## src/rtl/pwadd_pkg.sv

```systemverilog
package pwadd_pkg;
  localparam int INSN_W = 32;
  localparam int IDX_W  = 5;

  typedef enum logic [1:0] {
    SZ_B8   = 2'd0,
    SZ_B16  = 2'd1,
    SZ_B32  = 2'd2,
    SZ_RSVD = 2'd3
  } elem_sz_e;

  typedef struct packed {
    logic             match;
    logic             undef;
    logic             is_unsigned;
    logic             quad;
    elem_sz_e         esz;
    logic [IDX_W-1:0] rd;
    logic [IDX_W-1:0] rs;
  } dec_t;
endpackage

```

## src/rtl/pwadd_decode.sv

```systemverilog
module pwadd_decode
  import pwadd_pkg::*;
(
  input  logic [INSN_W-1:0] insn,
  output dec_t              dec
);
  logic fixed_ok;
  logic odd_reg;

  always_comb begin
    fixed_ok = (insn[31:23] == 9'b111100111) &&
               (insn[21:20] == 2'b11) &&
               (insn[17:16] == 2'b00) &&
               (insn[11:8]  == 4'b0110) &&
               (insn[4] == 1'b0);
    odd_reg  = insn[12] | insn[0];

    dec.match       = fixed_ok;
    dec.esz         = elem_sz_e'(insn[19:18]);
    dec.is_unsigned = insn[7];
    dec.quad        = insn[6];
    dec.rd          = {insn[22], insn[15:12]};
    dec.rs          = {insn[5],  insn[3:0]};
    dec.undef       = fixed_ok &&
                      ((elem_sz_e'(insn[19:18]) == SZ_RSVD) || (insn[6] && odd_reg));
  end
endmodule

```

## src/rtl/pwadd_lane.sv

```systemverilog
module pwadd_lane #(
  parameter int EW = 8,
  localparam int OW = 2 * EW
) (
  input  logic [EW-1:0] a,
  input  logic [EW-1:0] b,
  input  logic [OW-1:0] acc_in,
  input  logic          is_unsigned,
  input  logic          acc_en,
  output logic [OW-1:0] sum
);
  logic [OW-1:0] ax, bx, addend;

  always_comb begin
    ax     = is_unsigned ? {{EW{1'b0}}, a} : {{EW{a[EW-1]}}, a};
    bx     = is_unsigned ? {{EW{1'b0}}, b} : {{EW{b[EW-1]}}, b};
    addend = acc_en ? acc_in : '0;
    sum    = ax + bx + addend;
  end
endmodule

```

## src/rtl/pwadd_datapath.sv

```systemverilog
module pwadd_datapath
  import pwadd_pkg::*;
#(
  parameter int VEC_W = 128,
  localparam int HALF = VEC_W / 2,
  localparam int N_SZ = 3
) (
  input  logic [VEC_W-1:0] src,
  input  logic [VEC_W-1:0] dst,
  input  elem_sz_e         esz,
  input  logic             is_unsigned,
  input  logic             quad,
  input  logic             acc_en,
  output logic [VEC_W-1:0] result
);
  logic [VEC_W-1:0] per_sz [N_SZ];

  for (genvar s = 0; s < N_SZ; s++) begin : g_sz
    localparam int EW = 8 << s;
    localparam int OW = 2 * EW;
    localparam int NL = VEC_W / OW;
    logic [VEC_W-1:0] lanes;
    for (genvar i = 0; i < NL; i++) begin : g_ln
      pwadd_lane #(.EW(EW)) u_lane (
        .a          (src[2*i*EW +: EW]),
        .b          (src[(2*i+1)*EW +: EW]),
        .acc_in     (dst[i*OW +: OW]),
        .is_unsigned(is_unsigned),
        .acc_en     (acc_en),
        .sum        (lanes[i*OW +: OW])
      );
    end
    assign per_sz[s] = lanes;
  end

  always_comb begin
    case (esz)
      SZ_B8:   result = per_sz[0];
      SZ_B16:  result = per_sz[1];
      SZ_B32:  result = per_sz[2];
      default: result = '0;
    endcase
    if (!quad) result[VEC_W-1:HALF] = '0;
  end
endmodule

```

## src/rtl/pwadd_unit.sv

```systemverilog
module pwadd_unit
  import pwadd_pkg::*;
#(
  parameter int VEC_W = 128
) (
  input  logic              clk,
  input  logic              rst_n,
  input  logic              in_valid,
  output logic              in_ready,
  input  logic [INSN_W-1:0] insn,
  input  logic              acc_mode,
  input  logic [VEC_W-1:0]  src_vec,
  input  logic [VEC_W-1:0]  dst_vec,
  output logic              out_valid,
  input  logic              out_ready,
  output logic              out_wr_en,
  output logic              out_undef,
  output logic              out_match,
  output logic              out_quad,
  output logic [IDX_W-1:0]  out_rd_idx,
  output logic [IDX_W-1:0]  out_rs_idx,
  output logic [VEC_W-1:0]  out_result
);
  dec_t             dec;
  logic [VEC_W-1:0] dp_res;
  logic             take;
  logic             wr_ok;

  pwadd_decode u_dec (
    .insn(insn),
    .dec (dec)
  );

  pwadd_datapath #(.VEC_W(VEC_W)) u_dp (
    .src        (src_vec),
    .dst        (dst_vec),
    .esz        (dec.esz),
    .is_unsigned(dec.is_unsigned),
    .quad       (dec.quad),
    .acc_en     (acc_mode),
    .result     (dp_res)
  );

  assign in_ready = !out_valid || out_ready;
  assign take     = in_valid && in_ready;
  assign wr_ok    = dec.match && !dec.undef;

  always_ff @(posedge clk) begin
    if (!rst_n) begin
      out_valid  <= 1'b0;
      out_wr_en  <= 1'b0;
      out_undef  <= 1'b0;
      out_match  <= 1'b0;
      out_quad   <= 1'b0;
      out_rd_idx <= '0;
      out_rs_idx <= '0;
      out_result <= '0;
    end else if (take) begin
      out_valid  <= 1'b1;
      out_wr_en  <= wr_ok;
      out_undef  <= dec.undef;
      out_match  <= dec.match;
      out_quad   <= dec.quad;
      out_rd_idx <= dec.rd;
      out_rs_idx <= dec.rs;
      out_result <= wr_ok ? dp_res : '0;
    end else if (out_ready) begin
      out_valid  <= 1'b0;
    end
  end
endmodule

```

## config.mk

```make
export PLATFORM = sky130hd
export DESIGN_NAME = pwadd_unit
export DESIGN_NICKNAME = d
export VERILOG_FILES = /design/src/rtl/pwadd_pkg.sv /design/src/rtl/pwadd_decode.sv /design/src/rtl/pwadd_lane.sv /design/src/rtl/pwadd_datapath.sv /design/src/rtl/pwadd_unit.sv
export SDC_FILE = /design/constraint.sdc
export NUM_CORES = 2
export LEC_CHECK = 0
export BUFFER_PORTS_ARGS = -buffer_cell sky130_fd_sc_hd__buf_2
export CORE_UTILIZATION = 35
export DETAILED_ROUTE_END_ITERATION = 7
export HOLD_SLACK_MARGIN = 0.06
export PLACE_DENSITY = 0.57
export SYNTH_ARGS = -nofsm -noshare
export SYNTH_HDL_FRONTEND = slang
export SYNTH_SLANG_ARGS = --single-unit
```

## constraint.sdc

```tcl
create_clock -name clk -period 6.75 [get_ports clk]
set_clock_uncertainty 0.15 [all_clocks]
set_input_delay 0.675 -clock clk [delete_from_list [all_inputs] [get_ports clk]]
set_output_delay 0.675 -clock clk [all_outputs]
set_load 0.005 [all_outputs]
```

==> flow_summary.toml <==
[routing]
vias = 33300
viasPerCell = 5.81
route.antenna.remaining_nets = 0
remaining_drc_errors = 1
post_drt_wl_per_cell_um = 25.4
drt_iter0_drc = 2962
wirelength_um = 146000
detailedRoute.firstPassIterationCount = 8

[placement]
dp_worst_setup_slack_ns = 0.692
routabilityCongestion = 0.999
io_buffer_count = 436
hpwlAfterDp_um = 121000

[global_route]
number_of_global_route_vias_before_repair = 32300
grt.total_usage = 0.296
global_route.overflow_total = 0
grt_first_pass_wirelength_um = 213000
number_of_antenna_violations_at_the_first_check_in_global_routing = 5
pin_count_of_the_biggest_net_entering_global_routing = 65

[sta]
setup-tns-final_ns = 0
final.setup.worst_slack_ns = 1.30
setup_violating_endpoint_count_in_the_final_report = 0
layout_min_cycle_time_ns = 5.45
tightestPinTransition_ns = 1.35
slew_viol_final = 0
final-hold-violation-count = 0
fmax_mhz = 183
rsz_0062_raised_after_global_routing = "false"
min_period_over_period = 0.808
slew_headroom = 0.0995

[logic_synthesis]
netlist_area_um2 = 33500
synthesis.nets = 5133
largest_area_contributor_in_the_synthesized_netlist = "fa_1"
synth_async_sr_flop_share = 0
synth.yosys.seq_area_share = 0.0855
number_of_register_bits_inferred_by_synthesis = 143
synth.cells.most_frequent = "ha_1 (416), nand2_1 (387), a21oi_1 (373)"
yosysUniqueCellTypes = 89
synthesized_area_per_cell_um2 = 8.18
post_synth_top_area_share = 0.198
synth_cells = 4093
most_common_cell_in_the_synthesized_netlist = "ha_1"
prevailing_post_synth_register_cell = "dfxtp_1"
synth_warnings = 0
synthTopCellsByArea = "fa_1 (20%), ha_1 (16%), dfxtp_1 (8.5%), xnor2_1 (6.5%), a21oi_1 (5.6%)"
count_of_flip_flops_with_a_built_in_enable_after_synthesis = 0

[die]
initial_utilization = 0.353
chipWidth_um = 311
boundaryPins = 437
dieHeight_um = 311
coreArea_um2 = 94900
placementRows = 113
die-area_um2 = 96900

[clocking]
tritoncts = "built"
clock_tree.buffer_depth = 2
cts_resized = 0
clkSinkCount = 143
cts-hold-fix-buffers = 0
clk_latency_ns = 0.52
worst_setup_hold_path_clk_slew_ns = 0.07
cts_made_buffers = 17
post-cts-setup-buffers = 0
cts.root.buffer_cell = "clkbuf_16"
cts-htree-levels = 4

[final_layout]
area_growth_pct = 12.9
drive_above_1_share = 0.130
num-fill-cells = 9923
nets_finish = 5490

[worst_setup_path]
worst_path_max_delay_cell = "buf_4"
path_delay_family = "compound AO/OA/AOI/OAI gates"
worstPathRequired_ns = 7.00
critical_path.reg2reg.endpoint = "out_result[93]"
cp_cell_sequence = "buf_4, and2_1, fa_1, ha_1, a211oi_1, o21a_1, a21oi_1, o211ai_1, a31oi_1, nor3_1, o21ai_1, buf_4, a41oi_1, o21ai_0, xnor2_1, o21ai_0"
max_stage_delay_ns = 0.61
worst-r2r-cell-count = 10
worstSetupPathType = "input port to flop"
reg2reg_slack_ns = 1.83
cp.arrival_ns = 5.70
worst_setup_path_start_kind = "input port"
end_kind = "flop"
timing.rr.start = "out_valid"
cp_max_fo = 59
cp_num_buf_inv = 2

[worst_hold_path]
min-delay-path-class = "input port to flop"
hold_path.startpoint = "insn[3]"
whs_endpoint = "out_rs_idx[3]"
min_delay_path_depth = 3

[outcome]
violated_checks = "DRC"
status = "finished with violations"

[run]
drv.max_cap_violation_count = 0

[power]
ir_worst_vdd_mv = 0.216
leakage_nw = 18.1
p_per_area_nw_per_um2 = 176
## report_power, final
group | switching [mW] | total, mW | leakage (nW) | internal, mW
logic | 2.83 | 4.65 | 16.6 | 1.82
registers | 0.00190 | 0.849 | 1.15 | 0.847
clock network | 0.507 | 1.14 | 0.310 | 0.638
total | 3.34 | 6.65 | 18.1 | 3.30
## layout by cell type, fill, tap and decap left out, types with 143 or more instances in the layout
| master | netlist | routed |
|---|---|---|
| buf_2 | 0 | 433 |
| nor2_1 | 260 | 257 |
| a21oi_1 | 373 | 373 |
| o21ai_0 | 240 | 240 |
| a21o_1 | 154 | 154 |
| fa_1 | 331 | 331 |
| dfxtp_1 | 143 | 143 |
| xnor2_1 | 249 | 249 |
| inv_1 | 244 | 241 |
| ha_1 | 416 | 416 |
| nand2_1 | 387 | 385 |
## cell families (layout without fill, tap and decap cells)
group,Yosys count,after routing,synth area share
compound gates,1316,1316,0.259
xor+xnor,354,354,0.0926
simple gates,1121,1121,0.158
other cells,0,2,0
fa+ha+maj,747,747,0.353
mux,27,27,0.00815
buf+inv,385,755,0.0432
flops,143,143,0.0855
## sequential cells by signal, summed over array words and instances, names as in the netlist
register and count:
out_quad 1, out_rd_idx 5, out_wr_en 1, out_rs_idx 5
out_match 1, out_result 128, out_valid 1, out_undef 1
## stage by stage
| stage | util | instance area [um2] | cells | hold slack [ns] | power, mW |
|---|---|---|---|---|---|
| finish | 0.399 | 37800 | 5730 | 0.226 | 6.65 |
| global route | 0.399 | 37800 | 5728 | 0.231 | 7.14 |
| CTS | 0.399 | 37800 | 5728 | 0.203 | 6.59 |
| detailed placement | 0.392 | 37200 | 5696 | 0.295 | 5.42 |
| global placement | 0.392 | 37200 | 5696 | 0.285 | 5.42 |
| floorplan | - | 33500 | 4093 | 0.298 | 4.13 |
## area by class of cell
type | count | area, um2 | share of cell area
Multi-Input combinational cell | 3565 | 29300 | 0.774
Timing Repair Buffer | 479 | 2540 | 0.0671
Tap cell | 1265 | 1580 | 0.0419
Clock inverter | 13 | 185 | 0.00490
Clock buffer | 19 | 453 | 0.0120
Sequential cell | 143 | 2860 | 0.0757
Inverter | 244 | 918 | 0.0243
Antenna cell | 2 | 5.00 | 0.000132
## routing by layer
layer | vias to the layer above | global-route usage | part of all wire
met4 | 4 | 0.113 | 0.040
li1 | 15400 | - | -
met3 | 222 | 0.0540 | 0.088
met5 | - | 0 | 0.00016
met1 | 16100 | 0.402 | 0.43
met2 | 1502 | 0.466 | 0.44
## worst max-delay path by stage
stage	start	end	slack, ns	cells after the start
2_1_floorplan	insn[7]	out_result[125]	0.24	15
3_3_place_gp	acc_mode	out_result[125]	0.78	16
3_5_place_dp	acc_mode	out_result[125]	0.69	16
4_1_cts	acc_mode	out_result[62]	1.24	16
5_1_grt	acc_mode	out_result[62]	0.95	15
6_report	acc_mode	out_result[62]	1.30	16
## tightest hold or removal path: cells and delay by family
family                 cells  cell delay, ns
buffers and inverters      1            0.09
AND/OR/NAND/NOR            1            0.04
AO/OA/AOI/OAI              1            0.05
Power figures use the tool's default switching activity.
